### config.mk
export PLATFORM = sky130hd
export DESIGN_NAME = dma_link_chan
export DESIGN_NICKNAME = d
export VERILOG_FILES = /design/src/rtl/dma_link_pkg.sv /design/src/rtl/dlc_regs.sv /design/src/rtl/dlc_seq.sv /design/src/rtl/dlc_bus.sv /design/src/rtl/dma_link_chan.sv
export SDC_FILE = /design/constraint.sdc
export NUM_CORES = 1
export LEC_CHECK = 0
export BUFFER_PORTS_ARGS = -buffer_cell sky130_fd_sc_hd__buf_2
export CAP_MARGIN = 10
export CORE_ASPECT_RATIO = 1.4
export CORE_MARGIN = 1
export CORE_UTILIZATION = 45
export CTS_BUF_LIST = sky130_fd_sc_hd__clkbuf_8 sky130_fd_sc_hd__clkbuf_16
export DETAILED_ROUTE_END_ITERATION = 8
export PLACE_DENSITY = 0.62
export SLEW_MARGIN = 15
export SYNTH_ARGS = -nofsm -noshare
export SYNTH_HDL_FRONTEND = slang
export SYNTH_SLANG_ARGS = --single-unit
### constraint.sdc
create_clock -name clk -period 3.5 [get_ports clk]
set_input_delay 0.35 -clock clk [delete_from_list [all_inputs] [get_ports clk]]
set_output_delay 0.35 -clock clk [all_outputs]
set_load 0.01 [all_outputs]
### src/rtl/dma_link_pkg.sv
package dma_link_pkg;

    localparam int unsigned WORD_W     = 32;
    localparam int unsigned CNT_W      = 11;
    localparam int unsigned DESC_WORDS = 4;
    localparam int unsigned WIDX_W     = $clog2(DESC_WORDS);
    localparam int unsigned SIZE_LO_W  = 14;

    localparam logic [1:0] SEL_DEV  = 2'd0;
    localparam logic [1:0] SEL_MEM  = 2'd1;
    localparam logic [1:0] SEL_SIZE = 2'd2;
    localparam logic [1:0] SEL_LINK = 2'd3;

    typedef enum logic [1:0] {
        MODE_OFF    = 2'd0,
        MODE_CHAIN  = 2'd1,
        MODE_SINGLE = 2'd2,
        MODE_RSVD   = 2'd3
    } run_mode_e;

    typedef enum logic [1:0] {
        CST_IDLE = 2'd0,
        CST_DESC = 2'd1,
        CST_WAIT = 2'd2,
        CST_XFER = 2'd3
    } chan_state_e;

    typedef enum logic [2:0] {
        PH_IDLE,
        PH_FREQ,
        PH_FRSP,
        PH_CHECK,
        PH_RREQ,
        PH_RRSP,
        PH_WREQ
    } phase_e;

    typedef struct packed {
        logic [WORD_W-1:0] dev;
        logic [WORD_W-1:0] mem;
        logic [WORD_W-1:0] size;
        logic [WORD_W-1:0] link;
    } chan_regs_t;

    function automatic logic width_legal(input logic [1:0] code);
        return code != 2'd1;
    endfunction

    function automatic logic [2:0] width_bytes(input logic [1:0] code);
        case (code)
            2'd3:    return 3'd1;
            2'd2:    return 3'd2;
            default: return 3'd4;
        endcase
    endfunction

    function automatic logic [CNT_W-1:0] elem_count(input logic [SIZE_LO_W-1:0] sz);
        if (sz[13:12] == 2'd0)
            return sz[CNT_W-1:0];
        else
            return {1'b0, sz[CNT_W-2:0]};
    endfunction

    function automatic chan_state_e phase_to_state(input phase_e ph);
        case (ph)
            PH_IDLE:          return CST_IDLE;
            PH_FREQ, PH_FRSP: return CST_DESC;
            PH_RRSP:          return CST_WAIT;
            default:          return CST_XFER;
        endcase
    endfunction

endpackage

### src/rtl/dlc_regs.sv
module dlc_regs
    import dma_link_pkg::*;
(
    input  logic              clk,
    input  logic              rst,
    input  logic              host_we,
    input  logic [1:0]        host_sel,
    input  logic [WORD_W-1:0] host_wdata,
    input  logic              host_open,
    input  logic              fill_en,
    input  logic [1:0]        fill_sel,
    input  logic [WORD_W-1:0] fill_data,
    input  logic              mem_step,
    input  logic [2:0]        step_bytes,
    output chan_regs_t        regs_o
);

    logic [WORD_W-1:0] word_v [DESC_WORDS];

    for (genvar w = 0; w < DESC_WORDS; w++) begin : g_word
        logic [WORD_W-1:0] q;
        always_ff @(posedge clk) begin
            if (rst) begin
                q <= '0;
            end else if (fill_en && fill_sel == 2'(w)) begin
                q <= fill_data;
            end else if (host_we && host_open && host_sel == 2'(w)) begin
                q <= host_wdata;
            end else if (mem_step && SEL_MEM == 2'(w)) begin
                q <= q + {{(WORD_W-3){1'b0}}, step_bytes};
            end
        end
        assign word_v[w] = q;
    end

    assign regs_o.dev  = word_v[SEL_DEV];
    assign regs_o.mem  = word_v[SEL_MEM];
    assign regs_o.size = word_v[SEL_SIZE];
    assign regs_o.link = word_v[SEL_LINK];

endmodule

### src/rtl/dlc_seq.sv
module dlc_seq
    import dma_link_pkg::*;
#(
    parameter int unsigned CW = CNT_W
) (
    input  logic                 clk,
    input  logic                 rst,
    input  logic                 go,
    input  logic [1:0]           mode,
    input  logic                 dir,
    input  logic [SIZE_LO_W-1:0] size_lo,
    input  logic [WORD_W-1:0]    link_w,
    input  logic                 req_ready,
    input  logic                 rsp_valid,
    input  logic [WORD_W-1:0]    rsp_data,
    output phase_e               phase,
    output logic [WIDX_W-1:0]    widx,
    output logic [WORD_W-1:0]    ptr,
    output logic [WORD_W-1:0]    hold,
    output logic                 dir_q_o,
    output logic                 abort,
    output logic                 fill_en,
    output logic                 mem_step,
    output logic                 done,
    output logic                 err
);

    phase_e            phase_q, phase_d;
    logic [WIDX_W-1:0] widx_q, widx_d;
    logic [WORD_W-1:0] ptr_q, ptr_d;
    logic [WORD_W-1:0] hold_q, hold_d;
    logic [CW-1:0]     remain_q, remain_d;
    logic              chain_q, chain_d;
    logic              dir_q, dir_d;
    logic              done_q, done_d;
    logic              err_q, err_d;

    logic              size_ok;
    logic [CW-1:0]     count;
    logic [WORD_W-1:0] link_ptr;
    logic              start_ok;

    assign size_ok  = width_legal(size_lo[13:12]);
    assign count    = CW'(elem_count(size_lo));
    assign link_ptr = {link_w[WORD_W-1:2], 2'b00};
    assign abort    = (phase_q != PH_IDLE) && (mode == MODE_OFF);
    assign start_ok = go && (mode == MODE_CHAIN || mode == MODE_SINGLE);

    always_comb begin
        phase_d  = phase_q;
        widx_d   = widx_q;
        ptr_d    = ptr_q;
        hold_d   = hold_q;
        remain_d = remain_q;
        chain_d  = chain_q;
        dir_d    = dir_q;
        done_d   = 1'b0;
        err_d    = 1'b0;
        fill_en  = 1'b0;
        mem_step = 1'b0;
        if (abort) begin
            phase_d = PH_IDLE;
        end else begin
            case (phase_q)
                PH_IDLE: begin
                    if (start_ok) begin
                        dir_d   = dir;
                        chain_d = (mode == MODE_CHAIN);
                        if (mode == MODE_CHAIN) begin
                            ptr_d   = link_ptr;
                            widx_d  = '0;
                            phase_d = PH_FREQ;
                        end else begin
                            phase_d = PH_CHECK;
                        end
                    end
                end
                PH_FREQ: begin
                    if (req_ready) phase_d = PH_FRSP;
                end
                PH_FRSP: begin
                    if (rsp_valid) begin
                        fill_en = 1'b1;
                        if (widx_q == WIDX_W'(DESC_WORDS - 1)) begin
                            phase_d = PH_CHECK;
                        end else begin
                            widx_d  = widx_q + 1'b1;
                            phase_d = PH_FREQ;
                        end
                    end
                end
                PH_CHECK: begin
                    if (!size_ok || count == '0) begin
                        err_d   = 1'b1;
                        phase_d = PH_IDLE;
                    end else begin
                        remain_d = count;
                        phase_d  = PH_RREQ;
                    end
                end
                PH_RREQ: begin
                    if (req_ready) phase_d = PH_RRSP;
                end
                PH_RRSP: begin
                    if (rsp_valid) begin
                        hold_d  = rsp_data;
                        phase_d = PH_WREQ;
                    end
                end
                PH_WREQ: begin
                    if (req_ready) begin
                        mem_step = 1'b1;
                        if (remain_q == CW'(1)) begin
                            done_d = link_w[0];
                            if (chain_q && link_w[1]) begin
                                ptr_d   = link_ptr;
                                widx_d  = '0;
                                phase_d = PH_FREQ;
                            end else begin
                                phase_d = PH_IDLE;
                            end
                        end else begin
                            remain_d = remain_q - 1'b1;
                            phase_d  = PH_RREQ;
                        end
                    end
                end
                default: phase_d = PH_IDLE;
            endcase
        end
    end

    always_ff @(posedge clk) begin
        if (rst) begin
            phase_q  <= PH_IDLE;
            widx_q   <= '0;
            ptr_q    <= '0;
            hold_q   <= '0;
            remain_q <= '0;
            chain_q  <= 1'b0;
            dir_q    <= 1'b0;
            done_q   <= 1'b0;
            err_q    <= 1'b0;
        end else begin
            phase_q  <= phase_d;
            widx_q   <= widx_d;
            ptr_q    <= ptr_d;
            hold_q   <= hold_d;
            remain_q <= remain_d;
            chain_q  <= chain_d;
            dir_q    <= dir_d;
            done_q   <= done_d;
            err_q    <= err_d;
        end
    end

    assign phase   = phase_q;
    assign widx    = widx_q;
    assign ptr     = ptr_q;
    assign hold    = hold_q;
    assign dir_q_o = dir_q;
    assign done    = done_q;
    assign err     = err_q;

endmodule

### src/rtl/dlc_bus.sv
module dlc_bus
    import dma_link_pkg::*;
(
    input  phase_e            phase,
    input  logic [WIDX_W-1:0] widx,
    input  logic [WORD_W-1:0] ptr,
    input  logic [WORD_W-1:0] dev_addr,
    input  logic [WORD_W-1:0] mem_addr,
    input  logic [1:0]        width_code,
    input  logic [WORD_W-1:0] hold,
    input  logic              dir_q,
    input  logic              abort,
    output logic              req_valid,
    output logic              req_write,
    output logic [WORD_W-1:0] req_addr,
    output logic [WORD_W-1:0] req_wdata,
    output logic [2:0]        req_bytes
);

    logic [WORD_W-1:0] src_addr;
    logic [WORD_W-1:0] dst_addr;

    assign src_addr = dir_q ? mem_addr : dev_addr;
    assign dst_addr = dir_q ? dev_addr : mem_addr;

    always_comb begin
        req_valid = 1'b0;
        req_write = 1'b0;
        req_addr  = '0;
        req_wdata = '0;
        req_bytes = 3'd4;
        case (phase)
            PH_FREQ: begin
                req_valid = 1'b1;
                req_addr  = ptr + {{(WORD_W-WIDX_W-2){1'b0}}, widx, 2'b00};
            end
            PH_RREQ: begin
                req_valid = 1'b1;
                req_addr  = src_addr;
                req_bytes = width_bytes(width_code);
            end
            PH_WREQ: begin
                req_valid = 1'b1;
                req_write = 1'b1;
                req_addr  = dst_addr;
                req_wdata = hold;
                req_bytes = width_bytes(width_code);
            end
            default: ;
        endcase
        if (abort) req_valid = 1'b0;
    end

endmodule

### src/rtl/dma_link_chan.sv
module dma_link_chan
    import dma_link_pkg::*;
(
    input  logic        clk,
    input  logic        rst,
    input  logic        host_we,
    input  logic [1:0]  host_sel,
    input  logic [31:0] host_wdata,
    input  logic        go_i,
    input  logic [1:0]  mode_i,
    input  logic        dir_i,
    output logic        req_valid_o,
    output logic        req_write_o,
    output logic [31:0] req_addr_o,
    output logic [31:0] req_wdata_o,
    output logic [2:0]  req_bytes_o,
    input  logic        req_ready_i,
    input  logic        rsp_valid_i,
    input  logic [31:0] rsp_data_i,
    output logic [1:0]  state_o,
    output logic        done_o,
    output logic        err_o
);

    chan_regs_t        regs;
    phase_e            phase;
    logic [WIDX_W-1:0] widx;
    logic [WORD_W-1:0] ptr;
    logic [WORD_W-1:0] hold;
    logic              dir_q;
    logic              abort;
    logic              fill_en;
    logic              mem_step;
    logic              unused_size_hi;

    assign unused_size_hi = ^regs.size[WORD_W-1:SIZE_LO_W];

    dlc_regs u_regs (
        .clk        (clk),
        .rst        (rst),
        .host_we    (host_we),
        .host_sel   (host_sel),
        .host_wdata (host_wdata),
        .host_open  (phase == PH_IDLE),
        .fill_en    (fill_en),
        .fill_sel   (widx),
        .fill_data  (rsp_data_i),
        .mem_step   (mem_step),
        .step_bytes (width_bytes(regs.size[13:12])),
        .regs_o     (regs)
    );

    dlc_seq u_seq (
        .clk       (clk),
        .rst       (rst),
        .go        (go_i),
        .mode      (mode_i),
        .dir       (dir_i),
        .size_lo   (regs.size[SIZE_LO_W-1:0]),
        .link_w    (regs.link),
        .req_ready (req_ready_i),
        .rsp_valid (rsp_valid_i),
        .rsp_data  (rsp_data_i),
        .phase     (phase),
        .widx      (widx),
        .ptr       (ptr),
        .hold      (hold),
        .dir_q_o   (dir_q),
        .abort     (abort),
        .fill_en   (fill_en),
        .mem_step  (mem_step),
        .done      (done_o),
        .err       (err_o)
    );

    dlc_bus u_bus (
        .phase      (phase),
        .widx       (widx),
        .ptr        (ptr),
        .dev_addr   (regs.dev),
        .mem_addr   (regs.mem),
        .width_code (regs.size[13:12]),
        .hold       (hold),
        .dir_q      (dir_q),
        .abort      (abort),
        .req_valid  (req_valid_o),
        .req_write  (req_write_o),
        .req_addr   (req_addr_o),
        .req_wdata  (req_wdata_o),
        .req_bytes  (req_bytes_o)
    );

    assign state_o = phase_to_state(phase);

endmodule

==> impl_metrics.toml, run 1 <==
[status]
status = "finished clean"

[sta]
finalCritPeriodShare_pct = 89.89
slew_headroom_pct = 28.16
tightest_slew_ps = 1078
whs_ps = 147.1
tns_ps = 0
finClkSkew_ps = 8.919
final-hold-violation-count = 0
rsz0062_at_grt = "no"
final.min_clock_period_ps = 3146
slew_viol_final = 0
fmax_mhz = 317.8
setup_viol = 0

[setup_path]
slowest_stage = "dfxtp_1"
r2r.worst_path.cells = 6
cp_top_family = "buffers and inverters"
end_kind = "output pin"
cp.depth = 5
slowest_delay_ps = 720
crit_path_cell_trace = "inv_1 -> nand2_1 -> buf_4 -> o22ai_1 -> buf_2"
startpoint = "u_seq.phase[2]"
crit_arrival_ps = 2800
crit_buf_inv = 3
crit_path_start_kind = "flip-flop"
endpoint = "req_addr_o[31]"
r2r-start = "u_seq.phase[1]"
crit_path_max_fanout = 18
rrSetupSlack_ps = 540
path_class = "flip-flop to output pin"
cp.required_ps = 3150
r2r_end = "u_regs.g_word[0].q[30]"

[global_routing]
antenna_found_initial = 0
grt_pass1_wl_um = 53270
grt_max_degree = 175
grtUsageTotal_pct = 28.04
overflow = 0
grt_pass1_vias = 9646

[placement]
dpl.hpwl_um = 23350
place.gp.congestion = 0.8773
place_area_um2 = 11740
numPortBuffers = 147
place_inst = 1667

[synthesis]
ys.flop_type = "dfxtp_1"
syn_inst = 1282
synth_warnings = 0
synthArstFlopShare_pct = 0
synth_area_um2 = 10760
yosysSeqAreaShare_pct = 35.54
synth_nets = 1372
synth_edf_count = 0
ys_seq_elements = 191
synthDistinctLibCells = 82
syn_avg_cell_area_um2 = 8.392

[cells_and_area]
final_core_util_pct = 52.67
finalInstanceArea_um2 = 12310
diodes = 0
finalNonFillerCells = 1698
final_nets = 1470
seqCellArea_um2 = 3824
drive_above_1_share_pct = 17.10
n_fill_cell = 2282
multi_input_area_um2 = 6472
area_growth_pct = 14.40

[floorplanning]
ios = 148
rows = 66
start_util_pct = 46.04
core_area_um2 = 23370
die-area_um2 = 24540
die_x_um = 132.7
die_h_um = 185.0

[flow_run]
cap_violations = 0

[routing]
wl_met3_um = 1324
wl_met2_um = 17300
wl_per_cell_um = 20.00
wl_met1_um = 14380
drc = 0
drtIter0Drc = 633
routed.top_layer = "met4"
drtAntennaViolNets = 0
routed_wl_um = 33960
vias_per_cell = 5.975
routed-via-count = 10146
first_pass_iters = 5

[cts]
cts_sinks = 191
cts_tree = "done"
h-tree-depth = 4
root_buffer = "clkbuf_16"
post_cts_buffers = 0
clk_path_buf_depth = 2
numCtsBuffers = 17
ctsHoldBuffers = 0
cts_resized = 0
clk_pin_slew_ps = 60
clk_latency_ps = 450

[min_path]
hold_path.class = "input port to flip-flop"

[pwr]
powerDensity_nw_per_um2 = 527.1
total_leakage_power_nw = 5.230
vdd_ir_drop_max_mv = 0.5750
[kinds of logic (layout without fill, tap and decap cells)]
family | Yosys count | after routing | share of synthesized area (%)
AOI/OAI and AO/OA | 292 | 292 | 19.10
xor gates and xnor gates | 38 | 38 | 3.093
adders and majority gates | 15 | 15 | 1.884
buffers and inverters | 119 | 229 | 4.721
DFF | 191 | 191 | 35.54
muxes | 147 | 147 | 13.69
and+or+nand+nor | 480 | 480 | 21.98
[synthesized netlist by cell type, types with 3 or more instances]
master / instances / share of area (%)
nand4_1: 26 / 1.5
and2_1: 37 / 2.2
clkbuf_1: 75 / 2.6
mux2i_1: 146 / 14
and3_1: 13 / 0.76
xnor2_1: 14 / 1.1
inv_1: 19 / 0.66
and4_1: 10 / 0.81
ha_1: 13 / 1.5
a22oi_1: 9 / 0.63
a2111oi_0: 4 / 0.33
xor2_1: 24 / 2.0
o22ai_1: 37 / 2.2
nor2_1: 160 / 5.6
or3_1: 6 / 0.35
nand4_2: 3 / 0.35
nor2b_1: 5 / 0.29
nand2_1: 124 / 4.3
buf_2: 18 / 0.84
dfxtp_1: 191 / 36
o21ai_0: 15 / 0.70
buf_6: 4 / 0.42
a22o_1: 4 / 0.33
nand3_1: 31 / 1.4
o211ai_1: 5 / 0.35
or4_1: 3 / 0.21
o21a_1: 4 / 0.28
o221ai_1: 10 / 0.81
o31a_1: 3 / 0.24
a311oi_1: 5 / 0.41
o31ai_1: 10 / 0.70
a21o_1: 4 / 0.28
nand3b_1: 6 / 0.42
nand2b_1: 8 / 0.47
nor4_1: 12 / 0.70
a211oi_1: 81 / 5.7
a21oi_1: 64 / 3.0
o221a_2: 3 / 0.31
a31oi_1: 5 / 0.29
nor3_1: 16 / 0.74
[state kept, by name, indices dropped and copies added, names as in the netlist]
signal / count
u_seq.widx: 2
u_seq.err: 1
u_seq.chain_q: 1
u_seq.hold: 32
u_regs.g_word.q: 109
u_seq.phase: 3
u_seq.ptr: 30
u_seq.dir_q_o: 1
u_seq.done: 1
u_seq.remain_q: 11
[layout by cell type, fill, tap and decap left out, types with 9 or more instances in the layout]
cell	instances
a211oi_1	81
a21oi_1	64
a22oi_1	9
and2_1	37
and3_1	13
and4_1	10
buf_2	146
buf_4	32
clkbuf_16	17
dfxtp_1	191
ha_1	13
inv_1	20
mux2i_1	146
nand2_1	124
nand3_1	30
nand4_1	26
nor2_1	159
nor3_1	16
nor4_1	12
o21ai_0	15
o221ai_1	9
o22ai_1	37
o31ai_1	10
xnor2_1	14
xor2_1	23
[report_power, final]
part           internal (mW)  switching (mW)
sequential              2.39           0.235
clock                   1.02           0.893
combinational          0.809            1.14
total                   4.22            2.27
[tightest hold or removal path, delay by kind of cell]
kind	cells	cell delay, ps
simple gates	1	70
buf+inv	1	80
mux	1	50
[worst min-delay path by stage]
stage,slack [ps],end,from,cells after the start
floorplan,430,u_seq.hold[0],u_seq.hold[0],2
global placement,440,u_seq.hold[21],u_seq.hold[21],2
detailed placement,440,u_seq.hold[23],u_seq.hold[23],2
CTS,130,u_seq.dir_q_o,dir_i,3
global route,150,u_seq.dir_q_o,dir_i,3
finish,150,u_seq.dir_q_o,dir_i,3
[metrics by stage]
stage	worst slack, ps	power [mW]
finish	353.7	6.488
global route	181.5	6.788
CTS	372.6	6.520
detailed placement	616.4	4.598
global placement	717.3	4.570
floorplan	1141	4.053
[routing by layer]
layer	GRT usage, %	vias to the layer above
li1	-	4886
met1	33.63	4894
met2	50.19	297
met3	3.859	69
met4	11.40	0
met5	0	-
[final cells by class]
| class | instances | share of cell area, % |
|---|---|---|
| multi-input cells | 972 | 52.59 |
| flip-flops and latches | 191 | 31.07 |
| repair buffers | 179 | 8.051 |
| clock buffers | 19 | 3.680 |
| well taps | 306 | 3.111 |
| clock inverters | 12 | 0.9251 |
| inverters | 19 | 0.5794 |
(Power assumes the default switching activity.)
==> run 2: changes to the inputs <==
- CTS_BUF_LIST: sky130_fd_sc_hd__clkbuf_8 sky130_fd_sc_hd__clkbuf_16 -> sky130_fd_sc_hd__clkbuf_4
==> impl_metrics.toml, run 2 (synthesis gave the netlist of run 1 again) <==
[sta]
finClkSkew_ps = 20.89
slew_headroom_pct = 27.75
final-hold-violation-count = 0
finalCritPeriodShare_pct = 93.80
final.min_clock_period_ps = 3283
slew_viol_final = 0
fmax_mhz = 304.6
tns_ps = 0
rsz0062_at_grt = "no"
setup_viol = 0
whs_ps = 38.90
tightest_slew_ps = 1084

[setup_path]
cp_top_family = "simple AND/OR/NAND/NOR gates"
crit_path_max_fanout = 8
slowest_stage = "dfxtp_1"
cp.required_ps = 3150
path_class = "flip-flop to output pin"
worst_path_most_repeated_cell = "nand4_1"
end_kind = "output pin"
crit_arrival_ps = 2930
crit_buf_inv = 2
crit_path_start_kind = "flip-flop"
crit_path_cell_trace = "ha_1 -> fa_1 -> nand4_1 -> nor4_2 -> buf_4 -> nand4_1 -> xor2_1 -> o22ai_1 -> buf_2"
slowest_delay_ps = 420

[cts]
clk_path_buf_depth = 2
post_cts_buffers = 0
clk_pin_slew_ps = 160
root_buffer = "clkbuf_4"
h-tree-depth = 4
numCtsBuffers = 17
clk_latency_ps = 620
cts_tree = "done"
cts_sinks = 191

[floorplanning]
die_h_um = 185.0
rows = 66
core_area_um2 = 23370
ios = 148
start_util_pct = 46.04
die-area_um2 = 24540
die_x_um = 132.7

[global_routing]
grtUsageTotal_pct = 28.03
antenna_found_initial = 1
grt_pass1_vias = 9763
grt_max_degree = 175
grt_pass1_wl_um = 53300
overflow = 0

[routing]
routed-via-count = 10252
drtAntennaViolNets = 0
vias_per_cell = 5.947
routed_wl_um = 34170
first_pass_iters = 5
drc = 0
wl_per_cell_um = 19.82
drtIter0Drc = 636

[pwr]
powerDensity_nw_per_um2 = 471.1
p_comb_share_pct = 34.2
power_switching_mw = 2.193
pwr-share-seq_pct = 45.5
switching_share_pct = 37.98
total_leakage_power_nw = 5.192
power_frac_clock_pct = 20.2
vdd_ir_drop_max_mv = 0.2572
p_int_mw = 3.581

[cells_and_area]
multi_input_area_um2 = 6480
drive_above_1_share_pct = 16.94
area_growth_pct = 13.91
mostFrequentLayoutCell = "dfxtp_1"
largest-register = "u_regs.g_word.q"
largest_reg_flops = 109
final_cell_mix = "190 x dfxtp_1, 159 x nor2_1, 146 x mux2i_1, 146 x buf_2, 123 x nand2_1"
final_nets = 1495
seqCellArea_um2 = 3825
n_fill_cell = 2299

[placement]
numPortBuffers = 147
dpl.hpwl_um = 23350
place.gp.congestion = 0.8773

[flow_run]
cap_violations = 0

[status]
status = "finished clean"

[min_path]
hold_path.class = "input port to flip-flop"
-- run 2: final timing paths --
check                 startpoint                     end  slack [ps]  depth (start not counted)
hold reg to reg   u_seq.hold[15]          u_seq.hold[15]         460                          2
setup / recovery   u_seq.widx[0]          req_addr_o[28]         220                          9
setup reg to reg  u_seq.phase[1]  u_regs.g_word[0].q[30]         530                          6
hold / removal     rsp_data_i[6]           u_seq.hold[6]          40                          3
-- run 2: layout make-up --
cell class	instances	area share (%)
clock buffers	18	1.103
diodes	1	0.02042
repair buffers	204	10.13
flip-flops and latches	191	31.21
multi-input cells	972	52.87
clock inverters	13	0.9597
inverters	19	0.5819
well taps	306	3.124
-- run 2: metal layers --
layer	track usage, %	up-vias	routed length [um]	part of all wire [%]
li1	-	4923	-	-
met1	33.47	4911	14430	42
met2	49.56	328	17130	50
met4	12.74	0	1242	3.6
met3	4.105	90	1360	4.0
met5	0	-	0	0
-- run 2: worst min-delay path: cells and delay by family --
family	cells	cell delay, ps
compound gates	1	50
simple gates	1	70
buf+inv	1	150
-- run 2: metrics by stage --
stage | util, % | area, um2 | setup slack (ps) | cells | total power, mW
after floorplan | - | 10760 | 1141 | 1282 | 4.053
after global placement | 50.24 | 11740 | 717.3 | 1667 | 4.570
after detailed placement | 50.24 | 11740 | 616.4 | 1667 | 4.598
after CTS | 52.35 | 12230 | 161.8 | 1722 | 5.779
after global routing | 52.44 | 12260 | 59.05 | 1724 | 6.056
final | 52.44 | 12260 | 217.0 | 1724 | 5.774
-- run 2: power by group through the flow --
stage	registers, mW	logic, mW	clock network, mW
finish	2.63	1.98	1.17
floorplan	2.55	1.50	0
detailed placement	2.67	1.93	0
global placement	2.66	1.91	0
CTS	2.62	1.96	1.20
global route	2.66	2.11	1.29
-- run 2: repair_timing --
| action | CTS | global route |
|---|---|---|
| hold buffers | 24 | 1 |
| endpoints found under the setup margin | 0 | 1 |
| hold endpoints to repair | 27 | 1 |
| resized for setup | 0 | 3 |
